<file path="src/rtl/prd_pkg.sv">
package prd_pkg;
    localparam logic [16:0] REGION_BYTES = 17'h10000;
    localparam logic [16:0] HALF_REGION  = 17'h08000;
    localparam logic [31:0] EOT_BIT      = 32'h8000_0000;

    typedef enum logic [1:0] {
        ST_IDLE   = 2'd0,
        ST_SPLIT  = 2'd1,
        ST_FINISH = 2'd2
    } build_state_e;
endpackage

</file>
<file path="src/rtl/prd_piece_calc.sv">
module prd_piece_calc #(
    parameter int LEN_W = 32
) (
    input  logic [31:0]      cur_addr,
    input  logic [LEN_W-1:0] remain,
    input  logic             alt,
    output logic [16:0]      piece
);
    import prd_pkg::*;

    logic [16:0]      room;
    logic [LEN_W-1:0] room_w;
    logic [16:0]      raw;

    always_comb begin
        room   = REGION_BYTES - {1'b0, cur_addr[15:0]};
        room_w = LEN_W'(room);
        raw    = (remain < room_w) ? remain[16:0] : room;
        // normal mode cannot encode a full region in 16 bits: take half now,
        // the other half follows on the next step from addr+0x8000
        piece  = (!alt && raw == REGION_BYTES) ? HALF_REGION : raw;
    end
endmodule

</file>
<file path="src/rtl/prd_ctrl_enc.sv">
module prd_ctrl_enc (
    input  logic [16:0] piece,
    input  logic        alt,
    output logic [31:0] ctrl
);
    logic [16:0] units;

    always_comb begin
        units = (piece >> 2) - 17'd1;
        if (alt) ctrl = {units[15:0], 16'h0000};
        else     ctrl = {16'h0000, piece[15:0]};
    end
endmodule

</file>
<file path="src/rtl/prd_table_builder.sv">
module prd_table_builder #(
    parameter int CAP   = 256,
    parameter int LEN_W = 32,
    localparam int CNT_W  = $clog2(CAP + 1),
    localparam int WIDX_W = $clog2(2 * CAP)
) (
    input  logic              clk,
    input  logic              rst_n,
    input  logic              seg_valid,
    output logic              seg_ready,
    input  logic [31:0]       seg_addr,
    input  logic [LEN_W-1:0]  seg_len,
    input  logic              seg_last,
    input  logic              alt_mode,
    output logic              wr_en,
    output logic [WIDX_W-1:0] wr_idx,
    output logic [31:0]       wr_data,
    output logic              done,
    output logic [CNT_W-1:0]  done_count,
    output logic              fallback
);
    import prd_pkg::*;

    typedef struct packed {
        build_state_e     state;
        logic [31:0]      cur_addr;
        logic [LEN_W-1:0] remain;
        logic             last;
        logic             alt;
        logic             in_list;
        logic             err;
        logic             pend_v;
        logic [31:0]      pend_ctrl;
        logic [CNT_W-1:0] cnt;
    } build_t;

    build_t      q, d;
    logic [16:0] piece;
    logic [31:0] ctrl;
    logic        table_full;

    prd_piece_calc #(.LEN_W(LEN_W)) i_piece (
        .cur_addr (q.cur_addr),
        .remain   (q.remain),
        .alt      (q.alt),
        .piece    (piece)
    );

    prd_ctrl_enc i_enc (
        .piece (piece),
        .alt   (q.alt),
        .ctrl  (ctrl)
    );

    assign table_full = (q.cnt == CNT_W'(CAP));

    always_comb begin
        d          = q;
        seg_ready  = 1'b0;
        wr_en      = 1'b0;
        wr_idx     = '0;
        wr_data    = '0;
        done       = 1'b0;
        done_count = '0;
        fallback   = 1'b0;
        unique case (q.state)
            ST_IDLE: begin
                seg_ready = 1'b1;
                if (seg_valid) begin
                    d.cur_addr = seg_addr;
                    d.remain   = q.err ? '0 : seg_len;
                    d.last     = seg_last;
                    if (!q.in_list) d.alt = alt_mode;
                    d.in_list  = 1'b1;
                    d.state    = ST_SPLIT;
                end
            end
            ST_SPLIT: begin
                if (q.remain == '0) begin
                    d.state = q.last ? ST_FINISH : ST_IDLE;
                end else if (q.pend_v) begin
                    // a further entry is coming, so the held word is not the last
                    wr_en    = 1'b1;
                    wr_idx   = WIDX_W'({q.cnt - CNT_W'(1), 1'b1});
                    wr_data  = q.pend_ctrl;
                    d.pend_v = 1'b0;
                end else if (table_full) begin
                    d.err    = 1'b1;
                    d.remain = '0;
                end else begin
                    wr_en       = 1'b1;
                    wr_idx      = WIDX_W'({q.cnt, 1'b0});
                    wr_data     = q.cur_addr;
                    d.pend_ctrl = ctrl;
                    d.pend_v    = 1'b1;
                    d.cnt       = q.cnt + CNT_W'(1);
                    d.cur_addr  = q.cur_addr + 32'(piece);
                    d.remain    = q.remain - LEN_W'(piece);
                end
            end
            ST_FINISH: begin
                done = 1'b1;
                if (!q.err && q.cnt != '0) begin
                    wr_en      = 1'b1;
                    wr_idx     = WIDX_W'({q.cnt - CNT_W'(1), 1'b1});
                    wr_data    = q.pend_ctrl | (q.alt ? 32'h0 : EOT_BIT);
                    done_count = q.cnt;
                end else begin
                    fallback = 1'b1;
                end
                d.state   = ST_IDLE;
                d.cnt     = '0;
                d.err     = 1'b0;
                d.pend_v  = 1'b0;
                d.in_list = 1'b0;
            end
            default: d.state = ST_IDLE;
        endcase
    end

    always_ff @(posedge clk) begin
        if (!rst_n) begin
            q.state     <= ST_IDLE;
            q.cur_addr  <= '0;
            q.remain    <= '0;
            q.last      <= 1'b0;
            q.alt       <= 1'b0;
            q.in_list   <= 1'b0;
            q.err       <= 1'b0;
            q.pend_v    <= 1'b0;
            q.pend_ctrl <= '0;
            q.cnt       <= '0;
        end else begin
            q <= d;
        end
    end

    AST_READY_NO_WRITE: assert property (@(posedge clk) disable iff (!rst_n)
        seg_ready |-> !wr_en);
    AST_NO_CROSS: assert property (@(posedge clk) disable iff (!rst_n)
        (q.state == ST_SPLIT && q.remain != '0 && !q.pend_v && !table_full)
        |-> (18'(q.cur_addr[15:0]) + 18'(piece) <= 18'h10000));
    AST_NO_OVERFLOW: assert property (@(posedge clk) disable iff (!rst_n)
        wr_en |-> (32'(wr_idx) < 32'(2 * CAP)));
    AST_FAIL_NO_COUNT: assert property (@(posedge clk) disable iff (!rst_n)
        (done && fallback) |-> (done_count == '0 && !wr_en));
    AST_DONE_PULSE: assert property (@(posedge clk) disable iff (!rst_n)
        done |=> (!done && seg_ready));
endmodule

</file>
<file path="config.mk">
export PLATFORM = sky130hd
export DESIGN_NAME = prd_table_builder
export DESIGN_NICKNAME = d
export VERILOG_FILES = /design/src/rtl/prd_pkg.sv /design/src/rtl/prd_piece_calc.sv /design/src/rtl/prd_ctrl_enc.sv /design/src/rtl/prd_table_builder.sv
export SDC_FILE = /design/constraint.sdc
export NUM_CORES = 1
export LEC_CHECK = 0
export BUFFER_PORTS_ARGS = -buffer_cell sky130_fd_sc_hd__buf_2
export CAP_MARGIN = 20
export CORE_MARGIN = 4
export CORE_UTILIZATION = 45
export DETAILED_ROUTE_END_ITERATION = 10
export PLACE_DENSITY = 0.62
export SYNTH_ARGS = -nofsm -noshare
export SYNTH_HDL_FRONTEND = slang
export SYNTH_HIERARCHICAL = 1
export SYNTH_SLANG_ARGS = --single-unit
</file>
<file path="constraint.sdc">
create_clock -name clk -period 8.6 [get_ports clk]
set_clock_uncertainty 0.2 [all_clocks]
set_input_delay 1.29 -clock clk [delete_from_list [all_inputs] [get_ports clk]]
set_output_delay 1.29 -clock clk [all_outputs]
set_load 0.01 [all_outputs]
</file>
After elaboration in Yosys (flattened, before gate mapping):

Cells that the tools add are included.

* input bits: 69
* word-level logic and storage cells: 97
* register bits after elaboration: 112

* order comparisons: 1
* $add $sub $neg: 6
* bitwise operators: 5
* eq/ne operators: 10
* mux-type cells: 45
* reduce and logical (&&, ||, !) cells: 20

Operators with widths (count)
* $mux 32: 9
* $mux 64: 2
* $pmux 64 s2: 1
* $mux 69: 1
* $pmux 32 s2: 1
* $mux 9: 6
* $mux 43: 1
* $mux 42: 1
* $mux 41: 1
* $pmux 9 s2: 2
* $mux 17: 2
* $add 32x17->32: 1
* $logic_not 32->1: 1
* $lt 32x17->1: 1
* $or 32x32->32: 1
* $sub 32x17->32: 1
* $eq 17x17->1 const B: 1
* $sub 17x16->17 const A: 1
* $reduce_and 4->1: 4
* $sub 15x1->16 const B: 1
* $mux 1: 12
* $ne 2x2->1 const B: 6
* $add 9x1->9 const B: 1
* $eq 9x9->1 const B: 1
* 15 further kinds: 28

Longest topological paths before layout:

* word-level depth: 12
* depth in mapped cells: 25

Hierarchy:

The synthesis kept the hierarchy.

Modules (own cells, without submodules)
* prd_table_builder: cells an instance 1082, seq. area each 2242.2 um^2, instances 1, area each 8100.3 um^2
* prd_piece_calc: cells an instance 148, seq. area each 0.0 um^2, instances 1, area each 1089.8 um^2
* prd_ctrl_enc: cells an instance 76, seq. area each 0.0 um^2, instances 1, area each 460.4 um^2

Worst setup path after synthesis:

OpenSTA, ideal clock, no wires.

* kind: register to register
* from: reg q[83] (netlist name)
* to: reg q[69] (netlist name)
* required time: 8.274 ns
* slack: 2.601 ns
* stages on the path, launching flop included: 22
* arrival time: 5.672 ns
* path buffers: 2
* cells stage by stage: dfxtp_1 > nor4_4 > nand4b_4 > or2_2 > xnor2_1 > ha_1 > nand4_1 > or4_1 > a221o_1 > a31oi_2 > buf_4 > buf_6 > mux2i_1 > inv_1 > ha_1 > a21o_1 > a221o_1 > o2111ai_1 > o211ai_1 > or4_1 > a21oi_1 > o22ai_1

* word-level cells in the longest chain between the ends: 11

RTL lines
* $sub 17x16->17 *: line prd_piece_calc.sv:16 `room = REGION_BYTES - {1'b0, cur_addr[15:0]};`
* $lt 32x17->1: line prd_piece_calc.sv:18 `raw = (remain < room_w) ? remain[16:0] : room;`
* $mux 17 *: line prd_piece_calc.sv:18
* $eq 17x17->1: line prd_piece_calc.sv:21 `piece = (!alt && raw == REGION_BYTES) ? HALF_REGION : raw;`
* $logic_and 1x1->1: line prd_piece_calc.sv:21
* $mux 17 *: line prd_piece_calc.sv:21
* named net piece[6]: line prd_table_builder.sv:38 `logic [16:0] piece;`
* $sub 32x17->32 *: line prd_table_builder.sv:98 `d.remain = q.remain - LEN_W'(piece);`
* $mux 32 *: line prd_table_builder.sv:87 `end else if (table_full) begin`
* $mux 64 *: line prd_table_builder.sv:81 `end else if (q.pend_v) begin`
* $mux 64 *: line prd_table_builder.sv:79 `if (q.remain == '0) begin`
* $pmux 64 s2 *: line prd_table_builder.sv:66 `unique case (q.state)`

Mark *: on every way through the listed nets, which the timed path passes. The rest lies on a longest branch. The select of a mux whose other input is x is not followed.
A chain may end at the register's enable or synchronous reset.

Worst setup path in the final report:

* from: reg q[83] (netlist name)
* to: reg q[70] (netlist name)

* word-level cells in the longest chain between the ends: 11

RTL lines (line)
* $sub 17x16->17 *: prd_piece_calc.sv:16
* $lt 32x17->1: prd_piece_calc.sv:18
* $mux 17 *: prd_piece_calc.sv:18
* $eq 17x17->1: prd_piece_calc.sv:21
* $logic_and 1x1->1: prd_piece_calc.sv:21
* $mux 17 *: prd_piece_calc.sv:21
* named net piece[15]: prd_table_builder.sv:38
* $sub 32x17->32 *: prd_table_builder.sv:98
* $mux 32 *: prd_table_builder.sv:87
* $mux 64 *: prd_table_builder.sv:81
* $mux 64 *: prd_table_builder.sv:79
* $pmux 64 s2 *: prd_table_builder.sv:66

Marks and branches as above.

==> impl_metrics.csv <==
group,metric,value,unit
cts,clk_pin_slew_worst_paths,0.09,ns
setup_path,crit_top_cell,"ha_1",
grt,overflow,0,
grt,grt_pass1_wl,52.22,mm
floorplanning,std_cell_rows,53,
finish,multi_input_comb_area,6834,µm²
drt,drt_iter0_drc,748,
place,dp.final_hpwl,23.10,mm
finish,fillCellCount,2176,
drt,post_drt_wl_per_cell,19.83,µm
finish,fin_area,10640,µm²
cts,cts_tree,"yes",
yosys,netlist_area,9651,µm²
place,placed_area,10360,µm²
power,power.switching,1.580,mW
sta,min_period_over_period,83.61,%
floorplanning,boundaryPins,123,
status,status,"complete, no violations",
cts,cts.path.max_buffers,2,
grt,grt_pass1_vias,9632,
cts,clk_latency,0.37,ns
setup_path,start_kind,"register",
setup_path,worstSetupEndpointType,"register",
floorplanning,initial_utilization,45.76,%
worst_hold_path,hold_class,"register to register",
power,comb_power_share,64.3,%
sta,relSlewSlack,31.64,%
drt,remaining_drc_errors,0,
setup_path,cp_slowest_cell,"a2111oi_4",
drt,ant_nets,0,
sta,rsz0062_at_grt,"no",
setup_path,crit_chain,"nor4_4, nand4b_4, or2_2, xnor2_1, ha_1, nand4_1, or4_1, a221o_1, a31oi_2, buf_4, nor2b_1, nor2_1, o31ai_1, inv_1, ha_1, a21o_1, a211o_1, a2111oi_4, a32oi_1, o221ai_1",
power,power.share.switching,50.76,%
yosys,synth_edf_count,0,
sta,setup_violations,0,
power,total_power,3.114,mW
finish,nets,1495,
sta,final-hold-violation-count,0,
yosys,synthTopCellsByCount,"nand2_1, dfxtp_1, a21oi_1",
drt,wl,32.62,mm
setup_path,required,8.70,ns
yosys,synthFlopType,"dfxtp_1",
finish,drive_above_1_share,14.31,%
setup_path,critPathArrivalTime,7.29,ns
sta,timing.final.crit_period,7.190,ns
finish,largest_reg_flops,112,
setup_path,cpPeakStageDelay,0.68,ns
power,clock_power_share,13.8,%
drt,via_per_inst,6.134,
grt,antenna_found_initial,0,
yosys,yosysWarnings,6,
floorplanning,die_w,154.4,µm
floorplanning,die_y,154.4,µm
finish,reg_top3,"q: 112 flops",
sta,max_freq,139.1,MHz
floorplanning,dieArea,23850,µm²
finish,final-seq-area,2242,µm²
yosys,synth_top_cell_by_area,"dfxtp_1",
finish,top_register,"q",
yosys,synth_cell_types,83,
sta,tightest_slew,1.021,ns
setup_path,crit_type,"register to register",
cts,root_buffer,"clkbuf_16",
yosys,yosysTopAreaCellShare,23.23,%
yosys,yosysSeqAreaShare,23.23,%
power,vdd_drop_max,0.1169,mV
cts,htreeDepth,3,
yosys,synth_area_leaders,"dfxtp_1, ha_1, nand2_1",
place,port_buffers,122,
drt,drt_first_pass_iters,6,
power,seq_power_share,22.0,%
yosys,syn_nets,1435,
place,place_congestion,0.9044,
cts,holdBufCountCts,0,
sta,setup_tns,0,ns
grt,grt_max_degree,68,
drt,detailroute.via_count,10090,
cts,numCtsBuffers,9,
run,max_cap_violations,0,
sta,slew_violations,0,
finish,antennaDiodeCount,0,
finish,area_growth,10.27,%
power,leakage,4.529,nW
cts,ctsResizeCount,0,
power,p_int,1.533,mW
yosys,synthArstFlopShare,0,%
cts,cts_setup_buffers,0,
yosys,yosysMostFrequentCell,"nand2_1",
yosys,synth_cells,1306,
yosys,ys_ff_latch,112,
setup_path,cp_max_fo,13,
yosys,avgSynthCellArea,7.389,µm²
floorplanning,core,21090,µm²
grt,globalRouteTotalUtil,26.73,%
power,powerDensity,292.6,nW/µm²
cts,clock_sinks,112,
==> final cells by class <==
class	count	share of cell area, %
Clock buffer	9	2.116
Clock inverter	6	0.5173
Inverter	60	2.116
Multi-Input combinational cell	1047	64.22
Sequential cell	112	21.07
Tap cell	275	3.233
Timing Repair Buffer	136	6.725
==> critical path, delay by kind of cell (launching register included) <==
family / cells / cell delay [ns]
AOI/OAI and AO/OA: 8 / 3.19
and+or+nand+nor: 7 / 1.96
adders and majority gates: 2 / 0.71
buffers and inverters: 2 / 0.49
DFF: 1 / 0.40
xor gates and xnor gates: 1 / 0.16
==> metal layers <==
layer / global-route usage, % / vias to the layer above / share of wire [%]
met1: 36.29 / 4797 / 45
met3: 3.470 / 47 / 5.2
met4: 8.158 / 0 / 2.4
met2: 44.32 / 309 / 47
li1: - / 4938 / -
met5: 0 / - / 0
==> path summary, 6_finish.rpt <==
check,from,to,slack [ns],depth (start not counted)
worst max-delay path,q[83]$_SDFFE_PN0P_,q[70]$_SDFFE_PN0P_,1.41,20
worst min-delay path,q[18]$_SDFFE_PN0P_,q[18]$_SDFFE_PN0P_,0.26,2
worst max register to register,q[83]$_SDFFE_PN0P_,q[70]$_SDFFE_PN0P_,1.41,20
worst min register to register,q[18]$_SDFFE_PN0P_,q[18]$_SDFFE_PN0P_,0.26,2
==> logic make-up (layout without fill, tap and decap cells) <==
kind of cell / Yosys count / after routing / synth area share, %
compound gates: 398 / 398 / 28.13
xor+xnor: 35 / 35 / 3.254
fa+ha+maj: 60 / 60 / 7.935
buf+inv: 147 / 211 / 6.353
flops: 112 / 112 / 23.23
mux: 27 / 27 / 2.917
simple gates: 527 / 527 / 28.17
==> cells in the final DEF (no fill, tap or decap), types with 7 or more instances in the layout <==
master	synthesis	layout
ha_1	58	58
or3_1	11	11
and3_1	33	33
nor2b_1	24	22
xor2_1	16	16
a221oi_1	21	21
a22oi_1	10	10
a22o_1	34	34
o21ai_0	69	69
nor2_1	98	98
nand2b_1	18	18
xnor2_1	18	18
or4_1	12	12
buf_2	16	122
nor4_1	23	23
a21o_1	20	20
nand2_1	162	162
nand4_1	17	17
a211oi_1	11	11
inv_1	60	59
o221ai_1	8	8
o21bai_1	8	8
a21oi_1	108	108
mux2_2	9	9
o21a_1	8	8
a31oi_1	22	21
buf_4	1	14
and2_1	10	9
clkbuf_16	0	9
o31ai_1	12	11
nand3_1	51	51
dfxtp_1	112	112
mux2i_1	18	18
or2_2	7	7
nor3_1	28	28
==> power by group through the flow <==
stage / sequential [mW] / combinational, mW / clock [mW]
floorplan: 0.654 / 1.51 / 0
global route: 0.694 / 2.21 / 0.457
detailed placement: 0.695 / 1.96 / 0
finish: 0.684 / 2.00 / 0.428
CTS: 0.683 / 1.97 / 0.436
global placement: 0.692 / 1.96 / 0
==> stage by stage <==
step / utilization (%) / worst slack (ns) / hold slack [ns] / instances
2_1_floorplan: - / 2.601 / 0.2357 / 1306
5_1_grt: 50.46 / 0.8326 / 0.2762 / 1645
4_1_cts: 50.46 / 1.460 / 0.2581 / 1645
3_5_place_dp: 49.13 / 1.496 / 0.2470 / 1630
6_report: 50.46 / 1.410 / 0.2568 / 1645
3_3_place_gp: 49.13 / 1.692 / 0.2436 / 1630
Power figures use the tool's default switching activity.
